--- src/rtl/sweep_pkg.sv ---
package sweep_pkg;
  // Stimulus phase: clearing both operands, or applying the worst-case ripple input
  typedef enum logic {
    PH_CLEAR = 1'b0,
    PH_APPLY = 1'b1
  } phase_e;
endpackage

--- src/rtl/tick_divider.sv ---
module tick_divider #(
  parameter int CNT_W = 8
) (
  input  logic             clk,
  input  logic             rst_n,
  input  logic             load,
  input  logic [CNT_W-1:0] load_val,
  input  logic             run,
  input  logic [CNT_W-1:0] reload_val,
  output logic             tick
);
  localparam logic [CNT_W-1:0] ONE = CNT_W'(1);

  logic [CNT_W-1:0] cnt_q, cnt_d;

  assign tick = run && (cnt_q == ONE);

  always_comb begin
    cnt_d = cnt_q;
    if (load)      cnt_d = load_val;
    else if (tick) cnt_d = reload_val;
    else if (run)  cnt_d = cnt_q - ONE;
  end

  always_ff @(posedge clk or negedge rst_n) begin
    if (!rst_n) cnt_q <= '0;
    else        cnt_q <= cnt_d;
  end
endmodule

--- src/rtl/stim_sequencer.sv ---
module stim_sequencer
  import sweep_pkg::*;
#(
  parameter int OP_W = 8
) (
  input  logic            clk,
  input  logic            rst_n,
  input  logic            restart,
  input  logic            tick,
  input  logic            active,
  output phase_e          phase,
  output logic [OP_W-1:0] op_a,
  output logic [OP_W-1:0] op_b
);
  localparam logic [OP_W-1:0] A_APPLY = OP_W'(1);
  localparam logic [OP_W-1:0] B_APPLY = '1;

  phase_e          phase_d;
  logic [OP_W-1:0] op_a_d, op_b_d;

  always_comb begin
    phase_d = phase;
    if (restart)              phase_d = PH_CLEAR;
    else if (tick && active)  phase_d = (phase == PH_CLEAR) ? PH_APPLY : PH_CLEAR;
    op_a_d = (phase_d == PH_APPLY) ? A_APPLY : '0;
    op_b_d = (phase_d == PH_APPLY) ? B_APPLY : '0;
  end

  always_ff @(posedge clk or negedge rst_n) begin
    if (!rst_n) begin
      phase <= PH_CLEAR;
      op_a  <= '0;
      op_b  <= '0;
    end else begin
      phase <= phase_d;
      op_a  <= op_a_d;
      op_b  <= op_b_d;
    end
  end
endmodule

--- src/rtl/sweep_ctrl.sv ---
module sweep_ctrl
  import sweep_pkg::*;
#(
  parameter int CNT_W = 8
) (
  input  logic             clk,
  input  logic             rst_n,
  input  logic             start,
  input  logic [CNT_W-1:0] max_count,
  input  logic [CNT_W-1:0] step,
  input  logic             tick,
  input  phase_e           phase,
  input  logic             carry,
  output logic             run,
  output logic [CNT_W-1:0] load_val,
  output logic [CNT_W-1:0] reload_val,
  output logic             done,
  output logic             no_pass,
  output logic [CNT_W-1:0] result
);
  localparam logic [CNT_W-1:0] ONE = CNT_W'(1);

  logic             run_d, done_d, nopass_d, clr_ok_q, clr_ok_d;
  logic [CNT_W-1:0] per_q, per_d, step_q, step_d, last_q, last_d, res_d;
  logic [CNT_W-1:0] max_c, step_c, shrunk;
  logic             pair_ok;

  assign max_c    = (max_count == '0) ? ONE : max_count;
  assign step_c   = (step == '0) ? ONE : step;
  assign shrunk   = (per_q > step_q) ? (per_q - step_q) : ONE;
  assign pair_ok  = clr_ok_q && carry;
  assign load_val = max_c;

  always_comb begin
    run_d    = run;
    per_d    = per_q;
    step_d   = step_q;
    last_d   = last_q;
    clr_ok_d = clr_ok_q;
    done_d   = done;
    nopass_d = no_pass;
    res_d    = result;
    if (start) begin
      run_d    = 1'b1;
      per_d    = max_c;
      step_d   = step_c;
      last_d   = '0;
      clr_ok_d = 1'b0;
      done_d   = 1'b0;
      nopass_d = 1'b0;
      res_d    = '0;
    end else if (tick) begin
      if (phase == PH_CLEAR) begin
        clr_ok_d = !carry;
      end else if (pair_ok && (per_q != ONE)) begin
        last_d = per_q;
        per_d  = shrunk;
      end else if (pair_ok) begin
        last_d = per_q;
        run_d  = 1'b0;
        done_d = 1'b1;
        res_d  = per_q;
      end else begin
        run_d    = 1'b0;
        done_d   = 1'b1;
        res_d    = last_q;
        nopass_d = (last_q == '0);
      end
    end
  end

  assign reload_val = per_d;

  always_ff @(posedge clk or negedge rst_n) begin
    if (!rst_n) begin
      run      <= 1'b0;
      per_q    <= '0;
      step_q   <= '0;
      last_q   <= '0;
      clr_ok_q <= 1'b0;
      done     <= 1'b0;
      no_pass  <= 1'b0;
      result   <= '0;
    end else begin
      run      <= run_d;
      per_q    <= per_d;
      step_q   <= step_d;
      last_q   <= last_d;
      clr_ok_q <= clr_ok_d;
      done     <= done_d;
      no_pass  <= nopass_d;
      result   <= res_d;
    end
  end
endmodule

--- src/rtl/clk_sweep_finder.sv ---
module clk_sweep_finder
  import sweep_pkg::*;
#(
  parameter int OP_W  = 8,
  parameter int CNT_W = 8
) (
  input  logic             clk,
  input  logic             rst_n,
  input  logic             start,
  input  logic [CNT_W-1:0] max_count,
  input  logic [CNT_W-1:0] step,
  input  logic             carry_out,
  output logic [OP_W-1:0]  op_a,
  output logic [OP_W-1:0]  op_b,
  output logic             sec_tick,
  output logic             busy,
  output logic             done,
  output logic             no_pass,
  output logic [CNT_W-1:0] result
);
  phase_e           phase;
  logic [CNT_W-1:0] load_val, reload_val;

  tick_divider #(.CNT_W(CNT_W)) u_div (
    .clk        (clk),
    .rst_n      (rst_n),
    .load       (start),
    .load_val   (load_val),
    .run        (busy),
    .reload_val (reload_val),
    .tick       (sec_tick)
  );

  stim_sequencer #(.OP_W(OP_W)) u_stim (
    .clk     (clk),
    .rst_n   (rst_n),
    .restart (start),
    .tick    (sec_tick),
    .active  (busy),
    .phase   (phase),
    .op_a    (op_a),
    .op_b    (op_b)
  );

  sweep_ctrl #(.CNT_W(CNT_W)) u_ctrl (
    .clk        (clk),
    .rst_n      (rst_n),
    .start      (start),
    .max_count  (max_count),
    .step       (step),
    .tick       (sec_tick),
    .phase      (phase),
    .carry      (carry_out),
    .run        (busy),
    .load_val   (load_val),
    .reload_val (reload_val),
    .done       (done),
    .no_pass    (no_pass),
    .result     (result)
  );
endmodule

--- config.mk ---
export PLATFORM = sky130hd
export DESIGN_NAME = clk_sweep_finder
export DESIGN_NICKNAME = d
export VERILOG_FILES = /design/src/rtl/sweep_pkg.sv /design/src/rtl/tick_divider.sv /design/src/rtl/stim_sequencer.sv /design/src/rtl/sweep_ctrl.sv /design/src/rtl/clk_sweep_finder.sv
export SDC_FILE = /design/constraint.sdc
export NUM_CORES = 1
export LEC_CHECK = 0
export BUFFER_PORTS_ARGS = -buffer_cell sky130_fd_sc_hd__buf_2
export CORE_UTILIZATION = 40
export CTS_CLUSTER_DIAMETER = 30
export DETAILED_ROUTE_END_ITERATION = 7
export MAX_ROUTING_LAYER = met4
export PLACE_DENSITY_LB_ADDON = 0.2
export REMOVE_ABC_BUFFERS = 1
export SYNTH_ARGS = -nofsm -noshare
export SYNTH_HDL_FRONTEND = slang
export SYNTH_SLANG_ARGS = --single-unit
--- constraint.sdc ---
create_clock -name clk -period 4.1 [get_ports clk]
set_input_delay 0.82 -clock clk [delete_from_list [all_inputs] [get_ports clk]]
set_output_delay 0.82 -clock clk [all_outputs]
set_load 0.02 [all_outputs]
## Yosys cells after proc, flatten, opt, wreduce, memory -nomap -nowiden

Cells that the tools add are included.

| operators by class | value |
|---|---|
| add/sub/neg operators | 2 |
| magnitude comparators | 1 |
| eq/ne operators | 5 |
| multiplexer cells | 40 |
| reduce and logical (&&, ||, !) cells | 15 |

Operator list:

| kind | count |
|---|---|
| two-way mux 8 bit | 20 |
| zero test 8 bit | 3 |
| two-way mux 1 bit | 20 |
| == test 8 x 1 -> 1 bit, second input constant | 1 |
| > comparator 8 bit | 1 |
| inequality test 8 x 1 -> 1 bit, second input constant | 1 |
| subtractor 8 x 1 -> 8 bit, second input constant | 1 |
| subtractor 8 bit | 1 |
| inequality test 2 bit, second input constant | 3 |
| logical AND 1 bit | 4 |
| AND reduction 2 bit | 2 |
| AND reduction 4 bit | 1 |
| nonzero test 2 bit | 2 |
| AND reduction 3 bit | 1 |
| nonzero test 3 bit | 1 |
| zero test 1 bit | 1 |

| word-level totals | value |
|---|---|
| register bits after elaboration | 61 |
| output and inout port bits | 28 |
| word-level logic and storage cells | 75 |

## Depth between registers and ports, before layout

Gate-level depths: netlist of the first run.

| logic depth | value |
|---|---|
| word-level depth | 8 |
| depth in mapped cells | 11 |
| depth with buffers taken out | 10 |

## By module

A second synthesis of the first run with hierarchy kept.

| second synthesis, totals | value |
|---|---|
| cells, all modules | 318 |
| area, all modules | 2803.9 sq um |

Modules (own cells, without submodules):

| module | times used | cells each | area each (sq um) |
|---|---|---|---|
| sweep_ctrl | 1 | 227 | 2003.2 |
| tick_divider | 1 | 70 | 625.6 |
| stim_sequencer | 1 | 21 | 175.2 |

## Worst setup path before layout of the first run

Ideal clock, no wire load.

| timing | value |
|---|---|
| path kind | reg-to-output |
| from | reg u_div.cnt_q[1] |
| to | out sec_tick |
| arrival time | 1358 ps |
| required time | 3280 ps |
| slack | 1922 ps |
| stages on the path, launching flop included | 8 |
| path through | dfrtp_1 -> inv_1 -> ha_1 -> nor2b_2 -> and3_4 -> nand2_4 -> inv_4 -> buf_2 |

| between the ends | value |
|---|---|
| longest elaborated chain between the ends | 2 |

RTL lines:

| what | line | text |
|---|---|---|
| from (decl) | tick_divider.sv:14 | `logic [CNT_W-1:0] cnt_q, cnt_d;` |
| from (signal assigned) | tick_divider.sv:27 | `else cnt_q <= cnt_d;` |
| == test 8 x 1 -> 1 bit | tick_divider.sv:16 | `assign tick = run && (cnt_q == ONE);` |
| logical AND 1 bit | tick_divider.sv:16 |  |
| to (decl) | clk_sweep_finder.sv:15 | `output logic sec_tick,` |

No other way between the ends.

## Final worst setup path of the first run

| timing | value |
|---|---|
| from | reg u_div.cnt_q[0] |
| to | out sec_tick |

Same word-level chain as after synthesis.

==> metrics, run 1 <==
vias in the first global route 2265; Die ar. roughly 7400 sq um; Worst-path clk slew 90 ps; Via density between 5 and 6; H-tree Lvls 2; Worst slew margin 0.306; outcome completed; port bufs 40; Final ANT Viol Nets 0; clk sinks 45; largest net degree at the start of global routing 46; Seq/Total Area, Yosys 0.397; Clk Latency, worst-skew pair 300 ps; global-route wire length before repair about 11 mm; r2r setup slk around 1600 ps; DRC viols 0; drt pass-1 iters 4; final setup margin around 1400 ps; Initial Utilization 0.415; clock root cell clkbuf_8; critical path arrival between 1500 and 2000 ps; Post-DP HPWL between 4 and 5 mm; dpl ws 1520 ps; Peak Freq between 0.3 and 0.4 GHz; Total GRT Usage 0.206; Async SR Flop Fraction 1.00; Iter 0 DRT Violations 80; io pins 48; RSZ-0062 raised after global routing false; Final Setup Violations 0; Synth cell types 58; top cell type by total area after synthesis dfrtp_1; worst r2r path cells 7; Max FO, Critical Path 17; min-delay src u_ctrl.done; fin crit period about 2700 ps; number of synthesized flops with an enable pin 0; Mapped Area 2840 sq um; Yosys warnings 0; CTS Buffer Depth 2; ys flop type dfrtp_1; CP endpoint kind output pin; initial antenna violation count 0; Final Hold Viols 0; total setup buffers inserted after CTS 0; routed vias approximately 2400; post-route setup TNS 0 ps; Post-Syn Area per Cell between 8 and 9 sq um; fin. max-slew vios 0; Crit Path Class register to output pin; Hold Path End u_ctrl.done; type of origin of the critical path register; Die Height about 86 um; Area growth syn-to-layout 9.96%; CTS tree built; ratio of cells with drive above 1 in the final layout 0.163; Core Box Area about 6800 sq um; worst hold path class register to register; Worst Path Required approximately 3300 ps; PostCTS Resize Cnt 0; IR drop worst, VDD roughly 0.00015 V; chip width between 80 and 90 um; Leakage approximately 1.5 nW; # fillers around 700; share of the clock period used by the worst path after layout 0.670; Core Util, Final 0.457; Power per Cell Area ~350 nW/um^2; hold path depth 2; FF-to-FF End u_ctrl.result[5]; reg2reg start u_div.cnt_q[0]; final hold slack 502 ps; Seq cells post-synth 45; Yosys top cell area share 0.397; wirelength, routed 6.82 mm; worst-margin pin slew around 1000 ps; grt total ovfl 0; Inserted Diodes 0; ranking of synthesized cells by area dfrtp_1, nor2_1, a21oi_1; FP Rows 30; Max Cap Viol 0; mean routed wirelength per cell ~15 um; Fin Clk Skew 7.35 ps; RD Place Congestion 0.868; cells after synthesis 330; Num CTS Buffers 5; nets around 390; CTS Hold Bufs 0
how the worst max path moves through the flow:
stage | slack [ps] | endpoint | cells after the start | startpoint
final | 1350 | sec_tick | 6 | u_div.cnt_q[0]
after global routing | 1250 | sec_tick | 6 | u_div.cnt_q[0]
after CTS | 1350 | sec_tick | 6 | u_div.cnt_q[0]
after detailed placement | 1520 | u_div.cnt_q[7] | 7 | carry_out
after global placement | 1580 | u_div.cnt_q[7] | 7 | carry_out
after floorplan | 1290 | u_ctrl.result[0] | 4 | u_stim.op_b[6]
where the power goes:
| group | switching, mW | internal [mW] |
|---|---|---|
| registers | 0.0355 | 0.468 |
| clock network | 0.157 | 0.199 |
| logic | 0.138 | 0.0893 |
layer usage:
metal	vias up	global-route usage	share of wire
met3	12	0.0400	0.032
met5	-	-	0
met1	1134	0.260	0.47
li1	1211	-	-
met4	0	0.0652	0.019
met2	50	0.333	0.48
registers in the layout, summed over array words and instances, names as in the netlist:
name,cells
u_ctrl.last_q,8
u_ctrl.per_q,8
u_div.cnt_q,8
u_ctrl.step_q,8
u_ctrl.clr_ok_q,1
u_stim.op_b,1
u_ctrl.done,1
u_ctrl.no_pass,1
u_ctrl.result,8
u_ctrl.run,1
per-stage QoR:
step | area, sq um | power [mW] | instances
after floorplan | 2680 | 0.658 | 306
after global placement | 3000 | 0.734 | 443
after detailed placement | 3000 | 0.738 | 443
after CTS | 3120 | 1.09 | 451
after global routing | 3120 | 1.14 | 451
final | 3120 | 1.09 | 451
synthesized netlist by cell type (3+ instances only):
| cell | number |
|---|---|
| a21oi_1 | 26 |
| a311oi_1 | 8 |
| a31oi_1 | 3 |
| buf_2 | 3 |
| buf_4 | 16 |
| clkbuf_1 | 10 |
| dfrtp_1 | 45 |
| ha_1 | 10 |
| inv_1 | 21 |
| mux2i_1 | 8 |
| nand2_1 | 29 |
| nand2b_1 | 4 |
| nand3_1 | 18 |
| nor2_1 | 37 |
| nor2b_1 | 3 |
| nor3_1 | 8 |
| nor4_1 | 4 |
| o211ai_1 | 3 |
| o21a_1 | 6 |
| o21ai_0 | 18 |
| o31ai_1 | 3 |
| or3_1 | 3 |
| or4_1 | 4 |
layout make-up:
type,count,area [sq um],area share
clock buffer,7,86.3,0.0277
clock inverter,1,30.0,0.00962
inverter,22,85.1,0.0273
multi-input combinational,239,1470,0.470
sequential,45,1130,0.361
tap,96,120,0.0385
timing repair buffer,41,208,0.0666
layout by cell type, fill, tap and decap left out, drive strengths merged, types with 3 or more instances in the layout:
master / instances
clkbuf: 7
dfrtp: 45
o21ai: 20
nand2b: 4
or3: 3
ha: 10
o211ai: 3
a21oi: 26
and3: 4
nand3: 18
a311oi: 8
buf: 41
o31ai: 3
mux2i: 8
conb: 7
or4: 4
nand2: 31
nor2: 37
o21a: 6
nor3: 10
nor4: 4
inv: 22
nor2b: 4
a31oi: 3
logic make-up (layout without fill, tap and decap cells):
logic type,count (synthesis),in the layout,synth area share
buffers and inverters,52,71,0.0948
flip-flops,45,45,0.397
other,1,7,0.00132
adder cells (fa/ha/maj),11,11,0.0511
AND/OR/NAND/NOR,124,124,0.221
multiplexers,8,8,0.0282
AO/OA/AOI/OAI,87,87,0.200
XOR/XNOR,2,2,0.00617
worst max-delay path, stage by stage (launching register included):
cell	delay, ps
dfrtp_1	510
ha_1	220
nor2b_2	160
and3_4	220
nand2_4	100
inv_4	190
buf_2	200
(Power assumes the default switching activity.)
==> run 2, diff against run 1 <==
- clock period: 4.1 -> 2.4 ns (I/O delays scaled with it)
==> run 2 against run 1 <==
Critical path depth grew 1. Hold slack lost 240 ps. First-iteration DRC count grew 120%. Setup slack lost 1200 ps. Flip-flop and latch count is the same. Sequential share of layout area shrank 1.5 points.
==> metrics, run 2 (synthesis gave the netlist of run 1 again) <==
outcome completed; Finished Cell Area about 3300 sq um; fin. max-slew vios 0; Leakage about 1.5 nW; fin crit period approximately 2300 ps; grt total ovfl 0; wirelength, routed between 7 and 8 mm; Layout Cells excl Fill 466; most common cell after layout, fill and taps aside dfrtp_1; crit-path cells inv_1 -> ha_1 -> nor2b_2 -> and3_4 -> nand2_4 -> inv_8 -> buf_2; type of origin of the critical path register; drt pass-1 iters 5; critical path arrival approximately 1800 ps; largest net degree at the start of global routing 46; Worst slew margin 0.608; nets 400; Power per Cell Area 582 nW/um^2; port bufs 40; FP Rows 30; most frequent cells in the layout dfrtp_1, buf_2, nor2_1; Via density roughly 5.4; IR drop worst, VDD roughly 0.00033 V; Total GRT Usage 0.216; dpl ws between 50 and 60 ps; CTS tree built; # fillers about 690; initial antenna violation count 0; final setup margin ~120 ps; CTS Buffer Depth 2; worst-margin pin slew 588 ps; H-tree Lvls 2; Buf/Inv on CP 3; routed wl met2 3.42 mm; Max Cap Viol 0; Initial Utilization 0.415; DRC viols 0; placed cell areas 3120 sq um; ratio of cells with drive above 1 in the final layout 0.211; Fin Clk Skew approximately 5.4 ps; chip width 86.2 um; Final Setup Violations 0; delay-heaviest family, CP simple AND/OR/NAND/NOR gates; vias in the first global route between 2000 and 2500; Core Box Area 6830 sq um; routed vias approximately 2500; share of the clock period used by the worst path after layout 0.951; metal3 WL between 200 and 300 um; Final Hold Viols 0; Crit Path Class register to output pin; Die ar. between 7000 and 8000 sq um; Post-DP HPWL roughly 5.2 mm; Clk Latency, worst-skew pair around 300 ps; Die Height approximately 86 um; Max Used Layer met4; Inserted Diodes 0; clock root cell clkbuf_8; clk sinks 45; Area growth syn-to-layout 14.8%; Num CTS Buffers 5; Worst path slowest cell dfrtp_1; global-route wire length before repair between 10 and 15 mm; Worst Path Required about 1900 ps; worst hold path class input pin to asynchronous set/reset pin; dpl cells 458; RD Place Congestion 0.852; wire length on met1 between 3 and 4 mm; Iter 0 DRT Violations between 150 and 200; Peak Freq 0.438 GHz; largest stage delay on the critical path roughly 440 ps; io pins 48; CP endpoint kind output pin; Core Util, Final 0.477; Final ANT Viol Nets 0; Worst-path clk slew 90 ps; Max FO, Critical Path 17; mean routed wirelength per cell 15.1 um
-- run 2: what timing repair did --
item,in CTS,in global routing
resized for setup,0,6
endpoints found under the hold margin,0,0
setup endpoints to repair,0,9
hold buffers,0,0
buffers inserted,0,0
-- run 2: where the power goes --
group	internal (mW)	switching (mW)	leakage, nW
Sequential	0.799	0.0418	0.571
Combinational	0.172	0.263	0.902
Clock	0.339	0.281	0.0574
Total	1.31	0.586	1.53
-- run 2: path summary, 6_finish.rpt --
path,start,to,slack [ps],depth (start not counted)
worst max register to register,u_ctrl.per_q[3],u_div.cnt_q[3],180,7
min in group clk,step[3],u_ctrl.step_q[3],400,3
worst min register to register,u_ctrl.done,u_ctrl.done,510,2
worst max-delay path,u_div.cnt_q[1],sec_tick,120,7
worst min-delay path,rst_n,u_ctrl.result[5],260,2
max in group asynchronous,rst_n,u_ctrl.step_q[5],1750,2
-- run 2: final cells by class --
| type | count | area, sq um | share of cell area |
|---|---|---|---|
| clock buffers | 6 | 82.6 | 0.0253 |
| flip-flops and latches | 45 | 1130 | 0.346 |
| repair buffers | 56 | 320 | 0.0983 |
| multi-input cells | 239 | 1480 | 0.455 |
| inverters | 22 | 90.1 | 0.0276 |
| well taps | 96 | 120 | 0.0369 |
| clock inverters | 2 | 37.5 | 0.0115 |
-- run 2: per-layer routing --
layer  global-route usage  up-vias
li1                     -     1233
met1                0.286     1210
met2                0.346       81
met3               0.0343        8
met4               0.0530        0
met5                    -        -
-- run 2: metrics by stage --
stage               setup TNS (ps)  total power [mW]  hold WS (ps)
detailed placement               0              1.28           491
global placement                 0              1.27           476
finish                           0              1.90           263
CTS                              0              1.90           280
global route                 -4.85              2.00           313
floorplan                    -6180              1.12           184
==> run 3, diff against run 2 <==
- SETUP_SLACK_MARGIN: unset -> 0.1
- SYNTH_HIERARCHICAL: unset -> 1
==> run 3 against run 2 <==
Register-to-register slack lost 570 ps. Clock power shrank 26%. Largest cell class unchanged. Synthesized cell count shrank 3.6%. Via count grew 0.55%. Critical path depth grew 4. Fmax shrank 18%. The run now ends with negative setup slack left.
==> metrics, run 3 <==
chip width roughly 86 um; # fillers 656; final setup margin -394 ps; metal3 WL slightly below 300 um; Final Hold Viols 0; port bufs 40; Leakage approximately 1.7 nW; Inserted Diodes 0; cells after synthesis approximately 320; Core Box Area roughly 6800 sq um; wirelength, routed about 7 mm; worst hold path class input pin to asynchronous set/reset pin; Final Setup Violations 17; Crit Path Class register to register; DRC viols 0; Async SR Flop Fraction 1.00; Total GRT Usage 0.209; mean routed wirelength per cell approximately 14 um; Num CTS Buffers 5; critical path arrival 3010 ps; Area growth syn-to-layout 26.1%; vias in the first global route 2441; Post-Syn Area per Cell around 8.8 sq um; FP Rows 30; wire length on met1 between 3 and 4 mm; ratio of cells with drive above 1 in the final layout 0.322; grt total ovfl 0; fin crit period around 2800 ps; largest net degree at the start of global routing 27; Initial Utilization 0.413; Finished Cell Area roughly 3500 sq um; Worst path slowest cell or4_4; Max FO, Critical Path 5; ranking of synthesized cells by area dfrtp_1, nand2_1, a21oi_1; Power per Cell Area approximately 520 nW/um^2; initial antenna violation count 0; global-route wire length before repair between 10 and 15 mm; placed cell areas roughly 3400 sq um; Synth cell types 53; Seq cells post-synth 45; Layout Cells excl Fill a little under 500; Worst-path clk slew approximately 80 ps; routed wl met2 3.45 mm; Iter 0 DRT Violations slightly below 90; Max Used Layer met4; RD Place Congestion 0.838; Die ar. roughly 7300 sq um; Seq/Total Area, Yosys 0.402; CTS tree built; type of origin of the critical path register; dpl cells between 400 and 500; most numerous cell in the Yosys netlist dfrtp_1; Yosys top cell area share 0.402; clk sinks 45; dpl ws -500 ps; top cell type by total area after synthesis dfrtp_1; H-tree Lvls 2; ys flop type dfrtp_1; Clk Latency, worst-skew pair around 300 ps; routed vias 2546; Max Cap Viol 0; Yosys warnings 6; io pins 48; largest stage delay on the critical path 540 ps; number of synthesized flops with an enable pin 0; Fin Clk Skew 4.59 ps; most common cell after layout, fill and taps aside buf_4; IR drop worst, VDD 0.000319 V; CP endpoint kind register; Worst Path Required 2610 ps; share of the clock period used by the worst path after layout 1.16; CTS Buffer Depth 2; crit-path cells or4_4 -> or4_4 -> inv_2 -> nand4_1 -> nor3_2 -> o21a_1 -> buf_4 -> a221oi_1 -> a21oi_1 -> nor2_1 -> o31ai_2; Post-synth top cells dfrtp_1, nand2_1, a21oi_1; most frequent CP cell or4_4; RSZ-0062 raised after global routing true; failing checks negative setup slack; drt pass-1 iters 4; Final ANT Viol Nets 0; outcome complete, but fails checks; Mapped Area about 2800 sq um; most frequent cells in the layout buf_4, dfrtp_1, nand2_1; clock root cell clkbuf_8; Via density between 5 and 6; nets 428; Die Height about 86 um; Peak Freq ~0.36 GHz; Post-DP HPWL between 5 and 6 mm; fin. max-slew vios 0
==> run 3: kinds of logic (layout without fill, tap and decap cells) <==
kind of cell | count (synthesis) | in the layout | share of synthesized area
AO/OA/AOI/OAI | 81 | 81 | 0.193
flip-flops | 45 | 45 | 0.402
AND/OR/NAND/NOR | 109 | 110 | 0.200
buffers and inverters | 56 | 129 | 0.102
multiplexers | 6 | 6 | 0.0219
adder cells (fa/ha/maj) | 11 | 11 | 0.0518
other | 1 | 7 | 0.00134
XOR/XNOR | 9 | 9 | 0.0281
==> run 3: metal layers <==
| layer | up-vias | global-route usage |
|---|---|---|
| li1 | 1249 | - |
| met1 | 1229 | 0.280 |
| met2 | 61 | 0.340 |
| met3 | 7 | 0.0308 |
| met4 | 0 | 0.0379 |
| met5 | - | - |
==> run 3: area by class of cell <==
class                           instances  area [sq um]  share of cell area
Clock buffer                            8          80.1              0.0226
Timing Repair Buffer                  102           672               0.190
Sequential cell                        45          1130               0.318
Tap cell                               96           120              0.0340
Inverter                               19          71.3              0.0202
Multi-Input combinational cell        224          1470               0.415
==> run 3: stage by stage <==
stage	util	hold WS [ps]	power, mW	setup TNS (ps)
finish	0.520	72.7	1.85	-4240
global route	0.520	93.1	1.97	-6580
CTS	0.515	79.7	1.87	-3880
detailed placement	0.494	406	1.38	-5480
global placement	0.494	407	1.38	-4020
floorplan	-	184	1.13	-18100
==> run 3: worst paths after layout <==
check	startpoint	endpoint	slack, ps	depth (start not counted)
max in group asynchronous	rst_n	u_ctrl/per_q[1]	1760	2
min reg2reg	u_ctrl/done	u_ctrl/done	490	2
min	rst_n	u_ctrl/result[6]	70	1
max	u_div/cnt_q[5]	u_div/cnt_q[5]	-390	11
max reg2reg	u_div/cnt_q[5]	u_div/cnt_q[5]	-390	11
min in group clk	step[2]	u_ctrl/step_q[2]	400	3
==> run 3: critical path, delay by kind of cell, from the launching register on <==
kind / cells / cell delay, ps
AO/OA/AOI/OAI: 4 / 660
buffers and inverters: 2 / 230
flip-flops: 1 / 380
AND/OR/NAND/NOR: 5 / 1430
==> run 3: power breakdown <==
| part | switching, mW | internal [mW] | leakage (nW) |
|---|---|---|---|
| clock network | 0.253 | 0.207 | 0.0395 |
| registers | 0.0257 | 0.802 | 0.574 |
| logic | 0.292 | 0.273 | 1.08 |
==> run 3: repair_timing <==
action / CTS / global route
gates resized for setup: 10 / 4
pin swaps: 8 / 10
buffers inserted: 7 / 3
hold buffers: 0 / 0
gates cloned: 1 / 0
setup endpoints to repair: 34 / 24
